## config.mk

```make
export PLATFORM = sky130hd
export DESIGN_NAME = rx_frame_dispatcher
export DESIGN_NICKNAME = d
export VERILOG_FILES = /design/src/rtl/rxd_pkg.sv /design/src/rtl/rxd_hdr_capture.sv /design/src/rtl/rxd_dst_match.sv /design/src/rtl/rxd_delay_line.sv /design/src/rtl/rxd_sat_counter.sv /design/src/rtl/rx_frame_dispatcher.sv
export SDC_FILE = /design/constraint.sdc
export NUM_CORES = 1
export LEC_CHECK = 0
export BUFFER_PORTS_ARGS = -buffer_cell sky130_fd_sc_hd__buf_2
export CORE_ASPECT_RATIO = 1.75
export CORE_MARGIN = 2
export CORE_UTILIZATION = 55
export CTS_CLUSTER_DIAMETER = 30
export DETAILED_ROUTE_END_ITERATION = 16
export GPL_TIMING_DRIVEN = 0
export PLACE_DENSITY_LB_ADDON = 0.25
export SYNTH_ARGS = -nofsm -noshare
export SYNTH_HDL_FRONTEND = slang
export SYNTH_HIERARCHICAL = 1
export SYNTH_SLANG_ARGS = --single-unit
```

## constraint.sdc

```tcl
create_clock -name clk -period 3.5 [get_ports clk]
set_input_delay 0.175 -clock clk [delete_from_list [all_inputs] [get_ports clk]]
set_output_delay 0.175 -clock clk [all_outputs]
set_load 0.01 [all_outputs]
```

## src/rtl/rxd_pkg.sv

```systemverilog
`timescale 1ns/1ps
// Package: shared constants and types of the receive dispatcher.
// Assumes byte-wide frames with a 48-bit destination address in front.
package rxd_pkg;
    localparam int MAC_W     = 48;
    localparam int HDR_BYTES = MAC_W / 8;
    localparam int NUM_CNT   = 4;

    typedef enum logic [1:0] {
        SEL_RX   = 2'd0,
        SEL_BC   = 2'd1,
        SEL_DST  = 2'd2,
        SEL_FULL = 2'd3
    } cnt_sel_e;

    typedef struct packed {
        logic       valid;
        logic       sof;
        logic       eof;
        logic [7:0] data;
    } beat_t;

    localparam logic [MAC_W-1:0] BCAST_ADDR = '1;
endpackage

```

## src/rtl/rxd_hdr_capture.sv

```systemverilog
`timescale 1ns/1ps
// Module: tracks frame position and gathers the destination address.
// Assumes each frame starts with in_sof. Bytes outside a frame are ignored.
// decide pulses with the sixth byte, and dst is valid in that cycle.
module rxd_hdr_capture
    import rxd_pkg::*;
(
    input  logic             clk,
    input  logic             rst_n,
    input  logic             in_valid,
    input  logic             in_sof,
    input  logic             in_eof,
    input  logic [7:0]       in_data,
    output logic             accept,
    output logic             decide,
    output logic             early,
    output logic [MAC_W-1:0] dst
);
    localparam int IDX_W = $clog2(HDR_BYTES + 1);
    localparam logic [IDX_W-1:0] LAST_HDR = IDX_W'(HDR_BYTES - 1);
    localparam logic [IDX_W-1:0] PAST_HDR = IDX_W'(HDR_BYTES);

    logic             in_frame_q;
    logic [IDX_W-1:0] idx_q;
    logic [IDX_W-1:0] cur_idx;
    logic [MAC_W-9:0] prev_q;

    // Classify the incoming byte by its position in the frame.
    always_comb begin
        accept  = in_valid && (in_sof || in_frame_q);
        cur_idx = in_sof ? '0 : idx_q;
        decide  = accept && (cur_idx == LAST_HDR);
        early   = accept && (cur_idx < LAST_HDR);
        dst     = {prev_q, in_data};
    end

    // Advance the position counter and shift header bytes in.
    always_ff @(posedge clk) begin
        if (!rst_n) begin
            in_frame_q <= 1'b0;
            idx_q      <= '0;
            prev_q     <= '0;
        end else if (accept) begin
            in_frame_q <= !in_eof;
            idx_q      <= (cur_idx == PAST_HDR) ? cur_idx : cur_idx + IDX_W'(1);
            prev_q     <= {prev_q[MAC_W-17:0], in_data};
        end
    end
endmodule

```

## src/rtl/rxd_dst_match.sv

```systemverilog
`timescale 1ns/1ps
// Module: routing decision for one destination address (combinational).
// Candidates are the enabled channels whose address matches, or, for a
// broadcast with broadcast enabled, all enabled channels. Targets are
// the candidates that have space.
module rxd_dst_match
    import rxd_pkg::*;
#(
    parameter int NUM_CH = 4
) (
    input  logic [MAC_W-1:0]        dst,
    input  logic [NUM_CH*MAC_W-1:0] ch_mac,
    input  logic [NUM_CH-1:0]       ch_en,
    input  logic                    bc_en,
    input  logic [NUM_CH-1:0]       space,
    output logic [NUM_CH-1:0]       tgt,
    output logic                    is_bc,
    output logic                    dst_fail,
    output logic                    ch_full
);
    logic [NUM_CH-1:0] hit;
    logic [NUM_CH-1:0] cand;

    for (genvar i = 0; i < NUM_CH; i++) begin : g_cmp
        // Compare against channel i's address.
        assign hit[i] = (ch_mac[i*MAC_W +: MAC_W] == dst);
    end

    // Reduce matches to candidates, targets and discard cause.
    always_comb begin
        is_bc    = (dst == BCAST_ADDR);
        cand     = is_bc ? (bc_en ? ch_en : '0) : (ch_en & hit);
        tgt      = cand & space;
        dst_fail = (cand == '0);
        ch_full  = (cand != '0) && (tgt == '0);
    end
endmodule

```

## src/rtl/rxd_delay_line.sv

```systemverilog
`timescale 1ns/1ps
// Module: fixed-depth byte pipeline that holds the header until routing is
// known. Bytes entering before the decision are marked pending. When
// resolve is asserted, every pending byte takes the resolved target mask.
module rxd_delay_line
    import rxd_pkg::*;
#(
    parameter int NUM_CH = 4,
    parameter int DEPTH  = 6
) (
    input  logic              clk,
    input  logic              rst_n,
    input  beat_t             in_beat,
    input  logic [NUM_CH-1:0] in_tgt,
    input  logic              in_pend,
    input  logic              resolve,
    input  logic [NUM_CH-1:0] resolve_tgt,
    output beat_t             out_beat,
    output logic [NUM_CH-1:0] out_tgt
);
    beat_t             beat_q [DEPTH];
    logic [NUM_CH-1:0] tgt_q  [DEPTH];
    logic              pend_q [DEPTH];

    // Shift all stages, resolving pending target masks on the way.
    always_ff @(posedge clk) begin
        if (!rst_n) begin
            for (int i = 0; i < DEPTH; i++) begin
                beat_q[i] <= '0;
                tgt_q[i]  <= '0;
                pend_q[i] <= 1'b0;
            end
        end else begin
            for (int i = 0; i < DEPTH; i++) begin
                beat_t             pb;
                logic [NUM_CH-1:0] pt;
                logic              pp;
                pb = (i == 0) ? in_beat : beat_q[(i == 0) ? 0 : i-1];
                pt = (i == 0) ? in_tgt  : tgt_q[(i == 0) ? 0 : i-1];
                pp = (i == 0) ? in_pend : pend_q[(i == 0) ? 0 : i-1];
                beat_q[i] <= pb;
                if (resolve && pp) begin
                    tgt_q[i]  <= resolve_tgt;
                    pend_q[i] <= 1'b0;
                end else begin
                    tgt_q[i]  <= pt;
                    pend_q[i] <= pp;
                end
            end
        end
    end

    // Present the last stage.
    always_comb begin
        out_beat = beat_q[DEPTH-1];
        out_tgt  = tgt_q[DEPTH-1];
    end
endmodule

```

## src/rtl/rxd_sat_counter.sv

```systemverilog
`timescale 1ns/1ps
// Module: saturating event counter with a software load.
// A load wins over an increment in the same cycle.
module rxd_sat_counter #(
    parameter int W = 32
) (
    input  logic         clk,
    input  logic         rst_n,
    input  logic         inc,
    input  logic         wr,
    input  logic [W-1:0] wr_data,
    output logic [W-1:0] value
);
    // Load, count up, or hold at the ceiling.
    always_ff @(posedge clk) begin
        if (!rst_n)
            value <= '0;
        else if (wr)
            value <= wr_data;
        else if (inc && (value != '1))
            value <= value + W'(1);
    end
endmodule

```

## src/rtl/rx_frame_dispatcher.sv

```systemverilog
`timescale 1ns/1ps
// Module: top of the receive frame dispatcher. Routes each frame to the
// channels selected by its destination address and counts events.
// Assumes bytes of one frame arrive on consecutive cycles, and that the
// configuration is stable while a frame's header passes.
module rx_frame_dispatcher
    import rxd_pkg::*;
#(
    parameter int NUM_CH = 4,
    parameter int CNT_W  = 32
) (
    input  logic                    clk,
    input  logic                    rst_n,
    input  logic                    in_valid,
    input  logic                    in_sof,
    input  logic                    in_eof,
    input  logic [7:0]              in_data,
    input  logic [NUM_CH-1:0]       ch_space,
    input  logic                    cfg_on,
    input  logic [NUM_CH-1:0]       cfg_ch_en,
    input  logic                    cfg_bc_en,
    input  logic [NUM_CH*MAC_W-1:0] ch_mac,
    input  logic                    cnt_wr_en,
    input  logic [1:0]              cnt_wr_sel,
    input  logic [CNT_W-1:0]        cnt_wr_data,
    output logic                    out_valid,
    output logic                    out_sof,
    output logic                    out_eof,
    output logic [7:0]              out_data,
    output logic [NUM_CH-1:0]       out_ch,
    output logic [CNT_W-1:0]        cnt_rx,
    output logic [CNT_W-1:0]        cnt_bc,
    output logic [CNT_W-1:0]        cnt_dst_fail,
    output logic [CNT_W-1:0]        cnt_ch_full
);
    logic              accept, decide, early;
    logic [MAC_W-1:0]  dst;
    logic [NUM_CH-1:0] m_tgt, eff_tgt, cur_tgt_q, line_tgt, dl_tgt;
    logic              m_is_bc, m_dst_fail, m_ch_full;
    beat_t             in_beat, dl_beat;
    logic [NUM_CNT-1:0] cnt_inc;
    logic [CNT_W-1:0]  cnt_val [NUM_CNT];

    rxd_hdr_capture u_hdr (
        .clk      (clk),
        .rst_n    (rst_n),
        .in_valid (in_valid),
        .in_sof   (in_sof),
        .in_eof   (in_eof),
        .in_data  (in_data),
        .accept   (accept),
        .decide   (decide),
        .early    (early),
        .dst      (dst)
    );

    rxd_dst_match #(.NUM_CH(NUM_CH)) u_match (
        .dst      (dst),
        .ch_mac   (ch_mac),
        .ch_en    (cfg_ch_en),
        .bc_en    (cfg_bc_en),
        .space    (ch_space),
        .tgt      (m_tgt),
        .is_bc    (m_is_bc),
        .dst_fail (m_dst_fail),
        .ch_full  (m_ch_full)
    );

    // Form the pipeline input and the counter events.
    always_comb begin
        eff_tgt      = cfg_on ? m_tgt : '0;
        in_beat      = '{valid: accept, sof: in_sof && accept,
                         eof: in_eof && accept, data: in_data};
        line_tgt     = decide ? eff_tgt : (early ? '0 : cur_tgt_q);
        cnt_inc[SEL_RX]   = decide && cfg_on;
        cnt_inc[SEL_BC]   = decide && cfg_on && m_is_bc;
        cnt_inc[SEL_DST]  = decide && cfg_on && m_dst_fail;
        cnt_inc[SEL_FULL] = decide && cfg_on && m_ch_full;
    end

    // Hold the routing of the current frame for its body bytes.
    always_ff @(posedge clk) begin
        if (!rst_n)
            cur_tgt_q <= '0;
        else if (decide)
            cur_tgt_q <= eff_tgt;
    end

    rxd_delay_line #(.NUM_CH(NUM_CH), .DEPTH(HDR_BYTES)) u_line (
        .clk         (clk),
        .rst_n       (rst_n),
        .in_beat     (in_beat),
        .in_tgt      (line_tgt),
        .in_pend     (early),
        .resolve     (decide),
        .resolve_tgt (eff_tgt),
        .out_beat    (dl_beat),
        .out_tgt     (dl_tgt)
    );

    for (genvar k = 0; k < NUM_CNT; k++) begin : g_cnt
        rxd_sat_counter #(.W(CNT_W)) u_cnt (
            .clk     (clk),
            .rst_n   (rst_n),
            .inc     (cnt_inc[k]),
            .wr      (cnt_wr_en && (cnt_wr_sel == 2'(k))),
            .wr_data (cnt_wr_data),
            .value   (cnt_val[k])
        );
    end

    // Gate the pipeline output with its target mask.
    always_comb begin
        out_valid    = dl_beat.valid && (dl_tgt != '0);
        out_sof      = out_valid && dl_beat.sof;
        out_eof      = out_valid && dl_beat.eof;
        out_data     = out_valid ? dl_beat.data : 8'h00;
        out_ch       = out_valid ? dl_tgt : '0;
        cnt_rx       = cnt_val[SEL_RX];
        cnt_bc       = cnt_val[SEL_BC];
        cnt_dst_fail = cnt_val[SEL_DST];
        cnt_ch_full  = cnt_val[SEL_FULL];
    end
endmodule

```

==> results.txt <==
Status - finished with violations
Failing checks - setup timing
Worst setup path category - reg2reg
Die area - 0.03160 mm2
Largest net degree at the start of global routing - 39
Synth cell types - 99
Worst Path Arrival - 3.93 ns
Final ANT Viol Nets - 0
Final core utilization - 72.28%
CTS buffer count - 40
Worst IR Drop VDD - 0.3229 mV
I/O Buffers - 392
Initial Util - 55.54%
Worst-path fanout max - 8
Number of synthesized flops with an enable pin - 29
Clock Sink Count - 271
Htree depth - 2
Fin. Hold Viols - 0
Die width - 135.2 um
Ports - 393
R2R Setup Slk - -0.03 ns
WP data required - 3.90 ns
Vias - 17.96k
Mapped cell area - 0.01658 mm2
Core ar. - 0.02985 mm2
Gpl congestion - 1.037
Fin Setup TNS - -0.1459 ns
Fin worst setup slack - -0.03191 ns
CP delay by family, top - simple AND/OR/NAND/NOR gates
Worst Skew - 0.02402 ns
Critical Path, Cell by Cell - buf_8 > xnor2_4 > nand4_1 > nor4_4 > nand4_1 > buf_4 > a21oi_2 > nor2_1 > nor4b_2 > and3_4 > clkbuf_16 > o41ai_4 > buf_4 > clkbuf_4 > xor2_1 > a21oi_1
Slew at the pin closest to its max-slew limit - 1.248 ns
Drc violations - 0
Initial DRC Count - 1361
Primary FF master, synth - dfxtp_1
Post-synth ARST share - 0%
Area contributors post-synth - dfxtp_1, xnor2_1, edfxtp_1
Post-DP HPWL - 54120 um
Startpoint types - flop
Die Y-Extent - 233.7 um
Clk slew on worst S/H paths - 0.06 ns
Layout cells sized above 1 - 30.78%
Slew HR - 16.13%
First-pass GRT wire length - 102300 um
Sequential fraction of the synthesis area - 34.48%
Clk buf depth - 3
Worst R2R End - g_cnt[3].u_cnt/value[0]
CP peak stage delay - 0.59 ns
CTS tree - done
Clk Latency, worst-skew pair - 0.54 ns
Final setup fails - 7
Number of global-route vias before repair - 17.51k
Synth area leader - dfxtp_1
Layout fillers - 2347
Slowest-stage cell, CP - nor4_4
CP Capture Type - flop
First drt pass iteration count - 6
Area share of the largest cell type after synthesis - 29.22%
Root Driver - clkbuf_16
Nets@finish - 2656
Vias per cell - 6.374
Area delta synth->final - 30.13%
Syn Inst Count - 1889
Flops & latches, synth - 271
Minimum clock period - 3.532 ns
Worst Hold Class - in2reg
Pwr per Cell Area - 389.1 mW/mm2
P_leak - 8.485 nW
Gr usage total - 43.53%
Critical Path End - g_cnt[3].u_cnt/value[0]
Average wire per standard cell - 25.52 um
FP Rows - 84
Unrepaired setup endpoints after global routing - yes
Worst r2r path cells - 16
Setup WS pre-CTS - -0.9240 ns
Final Slew Violations - 0
Stages on the worst setup path - 16
Initial antenna violation count - 1
Reg2reg start - u_hdr/prev_q[33]
Setup crit start - u_hdr/prev_q[33]
Max Cap Viol - 0
Fmax - 0.2831 GHz
Syn avg cell area - 8.776 um2
CP bufs+invs - 5
Drt total wl - 71930 um
Period utilization - 100.9%
Total congestion overflow - 0
Synth warn - 6
## state kept, by name, indices dropped and copies added, names as in the netlist
name / flops
cur_tgt_q: 4
g_cnt.u_cnt/value: 128
u_line/pend_q: 5
u_hdr/in_frame_q: 1
u_hdr/prev_q: 40
u_line/tgt_q: 24
u_hdr/idx_q: 3
u_line/beat_q: 66
## metrics by stage
| step | instance area (um2) | instances | hold WS, ns | power, mW |
|---|---|---|---|---|
| floorplan | 16680 | 1917 | 0.3023 | 3.916 |
| global placement | 19130 | 2696 | 0.4129 | 4.396 |
| detailed placement | 19130 | 2696 | 0.4177 | 4.417 |
| CTS | 21140 | 2799 | 0.007631 | 8.350 |
| global route | 21570 | 2817 | 0.02586 | 8.615 |
| finish | 21570 | 2818 | 0.01413 | 8.395 |
## cells in the final DEF, fill, tap and decap left out, types with 19 or more instances in the layout
master | netlist | routed
a21boi_0 | 47 | 46
a21oi_1 | 40 | 38
a31oi_1 | 68 | 68
and2_1 | 90 | 89
and3_1 | 34 | 31
and4_1 | 26 | 26
buf_2 | 29 | 405
buf_4 | 45 | 75
buf_6 | 18 | 30
clkbuf_1 | 55 | 60
clkbuf_16 | 0 | 42
conb_1 | 1 | 29
dfxtp_1 | 242 | 222
edfxtp_1 | 29 | 29
inv_1 | 18 | 19
mux2i_1 | 32 | 32
nand2_1 | 206 | 205
nand3_1 | 51 | 47
nand4_1 | 105 | 105
nor2_1 | 56 | 55
o21ai_0 | 124 | 121
o31ai_1 | 26 | 26
or3_1 | 24 | 24
or4_1 | 24 | 21
xnor2_1 | 200 | 185
## how the worst min path moves through the flow
stage / to / startpoint / cells past startpoint
6_report: u_hdr/idx_q[0] / in_valid / 3
5_1_grt: g_cnt[3].u_cnt/value[12] / cnt_wr_data[12] / 3
4_1_cts: u_hdr/idx_q[0] / in_valid / 3
3_5_place_dp: u_line/beat_q[0][56] / u_line/beat_q[0][45] / 1
3_3_place_gp: u_line/beat_q[0][18] / u_line/beat_q[0][7] / 1
2_1_floorplan: u_line/beat_q[0][0] / in_data[0] / 1
## kinds of logic after synthesis
family	synth area share (%)
other	0.02262
multiplexers	2.068
AO/OA/AOI/OAI	18.79
flip-flops	34.48
adder cells (fa/ha/maj)	0.3774
AND/OR/NAND/NOR	26.77
XOR/XNOR	10.99
buffers and inverters	6.506
## cell usage after synthesis (11+ instances only)
cell and n:
a21boi_0 47, nor2_1 56, nor4_1 26, a31oi_1 68, nand4_1 105, a21oi_1 40, edfxtp_1 29, nor2b_1 11
clkbuf_1 55, nand3_1 51, mux2i_1 32, o31ai_1 26, and3_1 34, buf_4 45, o21ai_0 124, xnor2_1 200
buf_2 29, inv_1 18, and2_1 90, buf_6 18, dfxtp_1 242, or3_1 24, nor3_1 15, or4_1 24
and4_1 26, nand2_1 206
## per-layer routing
metal / track usage, % / share of wire, % / vias to the layer above
met2: 77.63 / 49 / 1191
met1: 38.38 / 30 / 8371
met5: 0 / 0.025 / -
met4: 44.01 / 12 / 2
met3: 10.57 / 8.8 / 432
li1: - / - / 7965
## power breakdown
group	internal, mW	switching, mW
combinational	0.453	0.596
sequential	3.26	0.143
clock	2.44	1.50
total	6.15	2.24
## final cells by class
class                      count  area [um2]  area share, %
timing repair buffer         443        2411          11.18
antenna                        1       2.502        0.01160
buffer                       158        1155          5.353
sequential                   271        5753          26.67
inverter                      22       82.58         0.3828
clock buffer                  51        1094          5.069
tap                          387       484.2          2.245
clock inverter                20       207.7         0.9628
multi-input combinational   1465       10380          48.13
## tightest hold or removal path: stages
cell	delay (ns)
buf_2	0.15
nor2_1	0.11
a211oi_1	0.06
## repair_timing
action | in CTS | in global routing
setup buffers | 19 | 19
hold endpoints to repair | 20 | 0
endpoints found under the setup margin | 99 | 74
pin swaps | 33 | 31
gates cloned | 1 | 0
gates resized for setup | 92 | 79
hold buffers | 12 | 0
Power figures use the tool's default switching activity.
